**src/rtl/handoff_pkg.sv**
```systemverilog
package handoff_pkg;

  typedef enum logic [2:0] {
    ST_IDLE,
    ST_RD_TRIG,
    ST_WR_MODE,
    ST_WR_PAGE,
    ST_WR_WDTO,
    ST_WR_WDEN,
    ST_WR_RECFG,
    ST_DONE
  } seq_st_e;

  typedef enum logic [1:0] {
    OUT_HANDED  = 2'b00,
    OUT_SKIPPED = 2'b01,
    OUT_BUSERR  = 2'b10
  } outcome_e;

  typedef enum logic [1:0] {
    M_IDLE,
    M_CMD,
    M_RDATA
  } mst_st_e;

  // Successor of a write step in the fixed hand-off order
  function automatic seq_st_e next_write_step(input seq_st_e s);
    case (s)
      ST_WR_MODE:  return ST_WR_PAGE;
      ST_WR_PAGE:  return ST_WR_WDTO;
      ST_WR_WDTO:  return ST_WR_WDEN;
      ST_WR_WDEN:  return ST_WR_RECFG;
      default:     return ST_DONE;
    endcase
  endfunction

  function automatic logic is_access_step(input seq_st_e s);
    return (s != ST_IDLE) && (s != ST_DONE);
  endfunction

endpackage

```
**src/rtl/hs_bus_master.sv**
```systemverilog
module hs_bus_master
  import handoff_pkg::*;
#(
  parameter int AW      = 4,
  parameter int DW      = 32,
  parameter int TMO_CYC = 256
) (
  input  logic          clk,
  input  logic          rst_n,
  input  logic          cmd_vld,
  input  logic          cmd_wr,
  input  logic [AW-1:0] cmd_addr,
  input  logic [DW-1:0] cmd_wdata,
  output logic          cmp,
  output logic          rd_cmp,
  output logic          tmo,
  output logic [DW-1:0] rdata,
  output logic [AW-1:0] bus_addr,
  output logic          bus_read,
  output logic          bus_write,
  output logic [DW-1:0] bus_wdata,
  input  logic          bus_wait,
  input  logic [DW-1:0] bus_rdata,
  input  logic          bus_rvalid
);

  localparam int CW = $clog2(TMO_CYC + 1);
  localparam logic [CW-1:0] CNT_LAST = CW'(TMO_CYC - 1);

  mst_st_e       st_q;
  logic          wr_q;
  logic [AW-1:0] addr_q;
  logic [DW-1:0] wdata_q;
  logic [CW-1:0] cnt_q;
  logic          take;
  logic          wr_cmp;

  assign take   = (st_q == M_IDLE) && cmd_vld;
  assign wr_cmp = (st_q == M_CMD) && wr_q && !bus_wait;
  assign rd_cmp = (st_q == M_RDATA) && bus_rvalid;
  assign cmp    = wr_cmp || rd_cmp;
  assign tmo    = (st_q != M_IDLE) && !cmp && (cnt_q == CNT_LAST);
  assign rdata  = bus_rdata;

  assign bus_read  = (st_q == M_CMD) && !wr_q;
  assign bus_write = (st_q == M_CMD) && wr_q;
  assign bus_addr  = addr_q;
  assign bus_wdata = wdata_q;

  always_ff @(posedge clk) begin
    if (!rst_n) begin
      st_q    <= M_IDLE;
      wr_q    <= 1'b0;
      addr_q  <= '0;
      wdata_q <= '0;
      cnt_q   <= '0;
    end else begin
      case (st_q)
        M_IDLE: begin
          if (take) begin
            st_q    <= M_CMD;
            wr_q    <= cmd_wr;
            addr_q  <= cmd_addr;
            wdata_q <= cmd_wdata;
            cnt_q   <= '0;
          end
        end
        M_CMD: begin
          cnt_q <= cnt_q + 1'b1;
          if (tmo)            st_q <= M_IDLE;
          else if (!bus_wait) st_q <= wr_q ? M_IDLE : M_RDATA;
        end
        M_RDATA: begin
          cnt_q <= cnt_q + 1'b1;
          if (rd_cmp || tmo) st_q <= M_IDLE;
        end
        default: st_q <= M_IDLE;
      endcase
    end
  end

endmodule

```
**src/rtl/hs_seq_fsm.sv**
```systemverilog
module hs_seq_fsm
  import handoff_pkg::*;
#(
  parameter int            AW         = 4,
  parameter int            DW         = 32,
  parameter logic [AW-1:0] ADR_TRIG   = 'h0,
  parameter logic [AW-1:0] ADR_MODE   = 'h3,
  parameter logic [AW-1:0] ADR_PAGE   = 'h4,
  parameter logic [AW-1:0] ADR_WDTO   = 'h2,
  parameter logic [AW-1:0] ADR_WDEN   = 'h5,
  parameter logic [AW-1:0] ADR_RECFG  = 'h6,
  parameter logic [DW-1:0] APP_PAGE   = 'h0080_0000,
  parameter logic [DW-1:0] WD_TIMEOUT = 'h0000_0FFF
) (
  input  logic          clk,
  input  logic          rst_n,
  input  logic          start,
  input  logic          cmp,
  input  logic          tmo,
  input  logic [DW-1:0] rdata,
  output logic          cmd_vld,
  output logic          cmd_wr,
  output logic [AW-1:0] cmd_addr,
  output logic [DW-1:0] cmd_wdata,
  output logic          busy,
  output logic          done,
  output logic [1:0]    outcome
);

  localparam logic [DW-1:0] ONE = DW'(1);

  seq_st_e  st_q;
  outcome_e out_q;

  always_ff @(posedge clk) begin
    if (!rst_n) begin
      st_q  <= ST_IDLE;
      out_q <= OUT_HANDED;
    end else begin
      case (st_q)
        ST_IDLE: if (start) st_q <= ST_RD_TRIG;
        ST_RD_TRIG: begin
          if (tmo) begin
            st_q  <= ST_DONE;
            out_q <= OUT_BUSERR;
          end else if (cmp) begin
            if (rdata == '0) begin
              st_q <= ST_WR_MODE;
            end else begin
              st_q  <= ST_DONE;
              out_q <= OUT_SKIPPED;
            end
          end
        end
        ST_DONE: st_q <= ST_DONE;
        default: begin
          if (tmo) begin
            st_q  <= ST_DONE;
            out_q <= OUT_BUSERR;
          end else if (cmp) begin
            st_q <= next_write_step(st_q);
            if (st_q == ST_WR_RECFG) out_q <= OUT_HANDED;
          end
        end
      endcase
    end
  end

  always_comb begin
    cmd_addr  = ADR_TRIG;
    cmd_wdata = '0;
    case (st_q)
      ST_WR_MODE:  begin cmd_addr = ADR_MODE;  cmd_wdata = ONE;        end
      ST_WR_PAGE:  begin cmd_addr = ADR_PAGE;  cmd_wdata = APP_PAGE;   end
      ST_WR_WDTO:  begin cmd_addr = ADR_WDTO;  cmd_wdata = WD_TIMEOUT; end
      ST_WR_WDEN:  begin cmd_addr = ADR_WDEN;  cmd_wdata = ONE;        end
      ST_WR_RECFG: begin cmd_addr = ADR_RECFG; cmd_wdata = ONE;        end
      default: ;
    endcase
  end

  assign cmd_vld = is_access_step(st_q);
  assign cmd_wr  = cmd_vld && (st_q != ST_RD_TRIG);
  assign busy    = is_access_step(st_q);
  assign done    = (st_q == ST_DONE);
  assign outcome = out_q;

endmodule

```
**src/rtl/recfg_handoff_seq.sv**
```systemverilog
module recfg_handoff_seq #(
  parameter int            AW         = 4,
  parameter int            DW         = 32,
  parameter int            TMO_CYC    = 256,
  parameter logic [AW-1:0] ADR_TRIG   = 'h0,
  parameter logic [AW-1:0] ADR_MODE   = 'h3,
  parameter logic [AW-1:0] ADR_PAGE   = 'h4,
  parameter logic [AW-1:0] ADR_WDTO   = 'h2,
  parameter logic [AW-1:0] ADR_WDEN   = 'h5,
  parameter logic [AW-1:0] ADR_RECFG  = 'h6,
  parameter logic [DW-1:0] APP_PAGE   = 'h0080_0000,
  parameter logic [DW-1:0] WD_TIMEOUT = 'h0000_0FFF
) (
  input  logic          clk,
  input  logic          rst_n,
  input  logic          start,
  output logic          busy,
  output logic          done,
  output logic [1:0]    outcome,
  output logic [AW-1:0] bus_addr,
  output logic          bus_read,
  output logic          bus_write,
  output logic [DW-1:0] bus_wdata,
  input  logic          bus_wait,
  input  logic [DW-1:0] bus_rdata,
  input  logic          bus_rvalid
);

  // Internal events, named so that the checker can observe them
  logic          ev_cmp;
  logic          ev_rd_cmp;
  logic          ev_tmo;
  logic [DW-1:0] rd_value;
  logic          cmd_vld;
  logic          cmd_wr;
  logic [AW-1:0] cmd_addr;
  logic [DW-1:0] cmd_wdata;

  hs_seq_fsm #(
    .AW(AW), .DW(DW),
    .ADR_TRIG(ADR_TRIG), .ADR_MODE(ADR_MODE), .ADR_PAGE(ADR_PAGE),
    .ADR_WDTO(ADR_WDTO), .ADR_WDEN(ADR_WDEN), .ADR_RECFG(ADR_RECFG),
    .APP_PAGE(APP_PAGE), .WD_TIMEOUT(WD_TIMEOUT)
  ) u_fsm (
    .clk(clk), .rst_n(rst_n), .start(start),
    .cmp(ev_cmp), .tmo(ev_tmo), .rdata(rd_value),
    .cmd_vld(cmd_vld), .cmd_wr(cmd_wr), .cmd_addr(cmd_addr), .cmd_wdata(cmd_wdata),
    .busy(busy), .done(done), .outcome(outcome)
  );

  hs_bus_master #(
    .AW(AW), .DW(DW), .TMO_CYC(TMO_CYC)
  ) u_mst (
    .clk(clk), .rst_n(rst_n),
    .cmd_vld(cmd_vld), .cmd_wr(cmd_wr), .cmd_addr(cmd_addr), .cmd_wdata(cmd_wdata),
    .cmp(ev_cmp), .rd_cmp(ev_rd_cmp), .tmo(ev_tmo), .rdata(rd_value),
    .bus_addr(bus_addr), .bus_read(bus_read), .bus_write(bus_write),
    .bus_wdata(bus_wdata), .bus_wait(bus_wait), .bus_rdata(bus_rdata),
    .bus_rvalid(bus_rvalid)
  );

endmodule

```
**config.mk**
```make
export PLATFORM = sky130hd
export DESIGN_NAME = recfg_handoff_seq
export DESIGN_NICKNAME = d
export VERILOG_FILES = /design/src/rtl/handoff_pkg.sv /design/src/rtl/hs_bus_master.sv /design/src/rtl/hs_seq_fsm.sv /design/src/rtl/recfg_handoff_seq.sv
export SDC_FILE = /design/constraint.sdc
export NUM_CORES = 1
export LEC_CHECK = 0
export ABC_CLOCK_PERIOD_IN_PS = 4450
export BUFFER_PORTS_ARGS = -buffer_cell sky130_fd_sc_hd__buf_2
export CAP_MARGIN = 0
export CORE_MARGIN = 3
export CORE_UTILIZATION = 45
export DETAILED_ROUTE_END_ITERATION = 6
export PLACE_DENSITY = 0.77
export SETUP_SLACK_MARGIN = 0.5
export SYNTH_ARGS = -nofsm -noshare
export SYNTH_HDL_FRONTEND = slang
export SYNTH_SLANG_ARGS = --single-unit
```
**constraint.sdc**
```tcl
create_clock -name clk -period 4.45 [get_ports clk]
set_input_delay 0.89 -clock clk [delete_from_list [all_inputs] [get_ports clk]]
set_output_delay 0.89 -clock clk [all_outputs]
set_load 0.1 [all_outputs]
```
==> flow_summary_export.csv <==
group,metric,value,unit
outcome,status,"completed",
pwr,power.density,444,nW/um2
timing,hold_slack,0.467,ns
worst_setup_path,path_class,"reg2out",
worst_setup_path,cp_data_arrival_time,2.00,ns
worst_setup_path,critical_path_buf_inv_count,1,
timing,worst_pin_slew,0.790,ns
worst_setup_path,endpoint_kind,"output pin",
worst_setup_path,ff2ff_setup_slack,2.06,ns
placement,dp_hpwl,2930,um
timing,setup_viol,0,
grt,grt_pass1_wl,6460,um
pwr,power_leakage,0.000891,uW
pwr,power.total,850,uW
worst_setup_path,cp-startpoint,"u_fsm.st_q[0]",
floorplan,start_util,49.2,%
logic_synthesis,synth_area,1720,um2
placement,gp_congestion,0.797,
logic_synthesis,ys.flop_type,"dfxtp_1",
timing,timing.fmax,346,MHz
worst_setup_path,cp-start-kind,"register",
cts,hold_buffers,0,
worst_setup_path,cpLargestDelayFamily,"flip-flops",
logic_synthesis,synth_seq_cells,23,
floorplan,die_h,67.8,um
final_layout,drive_gt1_share,27.1,%
grt,grt_max_degree,26,
worst_setup_path,path_max_fanout,25,
timing,fin_skew,0.00393,ns
run,maxCapViolCount,0,
cts,htreeDepth,1,
cts,cts-root-buf,"clkbuf_8",
logic_synthesis,ys_seq_area_share,26.8,%
pwr,ir_drop,0.328,mV
logic_synthesis,async_reset_ff_share,0,%
final_layout,fin_util,54.7,%
logic_synthesis,synth_top_area_cell,"dfxtp_1",
drt,route.detailed.drc,0,
logic_synthesis,ys_top_cells_by_area,"dfxtp_1, buf_4, a21oi_1",
worst_setup_path,cpPeakStageDelay,0.84,ns
worst_setup_path,r2r_end,"u_mst.st_q[1]",
timing,rsz0062_at_grt,"no",
timing,fin_crit_sh,64.9,%
worst_setup_path,slowest_stage,"dfxtp_1",
grt,grtUsageTotal,18.1,%
final_layout,syn2layout_area_growth,11.4,%
cts,clockBufferDepth,2,
worst_setup_path,r2r-start,"u_mst.cnt_q[0]",
floorplan,num_rows,21,
drt,drt-initial-drc-count,57,
logic_synthesis,synth_edf_count,0,
worst_setup_path,required,3.56,ns
timing,hold_viol,0,
drt,drt-wirelength-per-cell,12.3,um
drt,via_count,1633,
logic_synthesis,synth_warnings,0,
grt,antenna_found_initial,0,
timing,fin_setup_tns,0,ns
drt,wirelength,3840,um
grt,grt_overflow,0,
worst_setup_path,reg2reg_depth,10,
drt,first_pass_iters,4,
grt,grt_pass1_vias,1485,
logic_synthesis,netlist_instances,223,
logic_synthesis,syn_area_per_cell,7.70,um2
cts,cts_made_buffers,3,
floorplan,dieArea,4590,um2
cts,clock_latency,0.27,ns
cts,cts_sinks,23,
floorplan,die_x,67.8,um
cts,cts_setup_buffers,0,
cts,cts_tree,"yes",
final_layout,insertedDiodeCount,0,
worst_setup_path,crit_chain,"nor3_2 -> nor2_1 -> buf_2",
worst_setup_path,crit_path_end,"busy",
cts,cts_resized,0,
logic_synthesis,yosys.area.top_type_share,26.8,%
logic_synthesis,synthDistinctLibCells,52,
floorplan,core,3490,um2
timing,max-slew-margin-rel,47.3,%
drt,antenna_left,0,
drt,routed_via_density,5.23,
timing,drv_slew,0,
final_layout,nets,310,
floorplan,ios,79,
cts,path_clk_slew,0.09,ns
timing,period_minus_slack,2.89,ns
worst_setup_path,path_depth,3,
min_path,min_path_type,"reg2reg",
placement,place.port_buffers,58,
-- power by group --
part | internal, uW | switching [uW]
clock network | 62.7 | 72.2
logic | 116 | 349
registers | 225 | 25.5
total | 404 | 446
-- cell usage after synthesis, types with 3 or more instances --
| cell type | number |
|---|---|
| buf_4 | 31 |
| nor3_2 | 3 |
| dfxtp_1 | 23 |
| ha_1 | 6 |
| nor2b_1 | 5 |
| inv_1 | 9 |
| buf_2 | 3 |
| clkbuf_1 | 3 |
| nor2_1 | 18 |
| a21oi_1 | 18 |
| nand2_1 | 24 |
| nor4_1 | 9 |
| nor3_1 | 4 |
| o21ai_1 | 3 |
| and2_1 | 3 |
| nand3_1 | 4 |
| o21ai_0 | 9 |
| a31oi_1 | 3 |
-- cell type report --
type	instances	area, um2
Clock inverter	1	5.00
Fill cell	362	1580
Timing Repair Buffer	58	290
Tap cell	46	57.6
Inverter	10	37.5
Multi-Input combinational cell	171	1020
Clock buffer	3	41.3
Sequential cell	23	460
-- state kept, by name (all words and copies together) (netlist names) --
signal,flops
u_mst.wr_q,1
u_fsm.st_q,3
u_fsm.outcome,2
u_mst.bus_addr,3
u_mst.bus_wdata,3
u_mst.cnt_q,9
u_mst.st_q,2
-- per-stage QoR --
stage                     cells  setup slack [ns]  area (um2)
after CTS                   312              1.59        1910
final                       312              1.56        1910
after floorplan             242              1.40        1790
after global placement      308              1.92        1870
after detailed placement    308              1.88        1870
after global routing        312              1.48        1910
-- worst min path at each step --
stage | endpoint | cells past startpoint | start
global route | u_mst.bus_wdata[23] | 2 | u_mst.bus_wdata[23]
global placement | u_mst.cnt_q[8] | 2 | u_mst.cnt_q[8]
CTS | u_mst.cnt_q[8] | 2 | u_mst.cnt_q[8]
floorplan | u_mst.cnt_q[8] | 2 | u_mst.cnt_q[8]
detailed placement | u_mst.cnt_q[8] | 2 | u_mst.cnt_q[8]
finish | u_mst.cnt_q[8] | 2 | u_mst.cnt_q[8]
-- kinds of logic after synthesis --
group                    after synthesis  synth area share [%]
AND/OR/NAND/NOR                       84                  26.3
AO/OA/AOI/OAI                         55                  21.1
buffers and inverters                 48                  17.9
flip-flops                            23                  26.8
adder cells (fa/ha/maj)                7                  4.95
XOR/XNOR                               3                  1.53
multiplexers                           2                  1.17
other                                  1                 0.218
-- worst min-delay path, stage by stage, from the launching register on --
cell     delay, ns
dfxtp_1       0.32
nand2_1       0.05
a21oi_1       0.05
-- cell usage in the layout (no fill, tap or decap), types with 3 or more instances in the layout --
master and count:
o21ai_0 9, ha_1 6, nor2b_1 5, nor4_1 9, dfxtp_1 23, nor3_1 4, nor2_1 18, a31oi_1 3
conb_1 20, nand2_1 24, inv_1 9, o21ai_1 3, clkbuf_8 3, nor3_2 3, nand3_1 4, buf_2 58
a21oi_1 18, and2_1 3
-- metal layers --
metal	part of all wire, %	global-route usage, %
met1	46	24.0
met2	47	30.0
met3	6.6	3.00
met4	1.1	5.21
met5	0	0
Power figures use the tool's default switching activity.
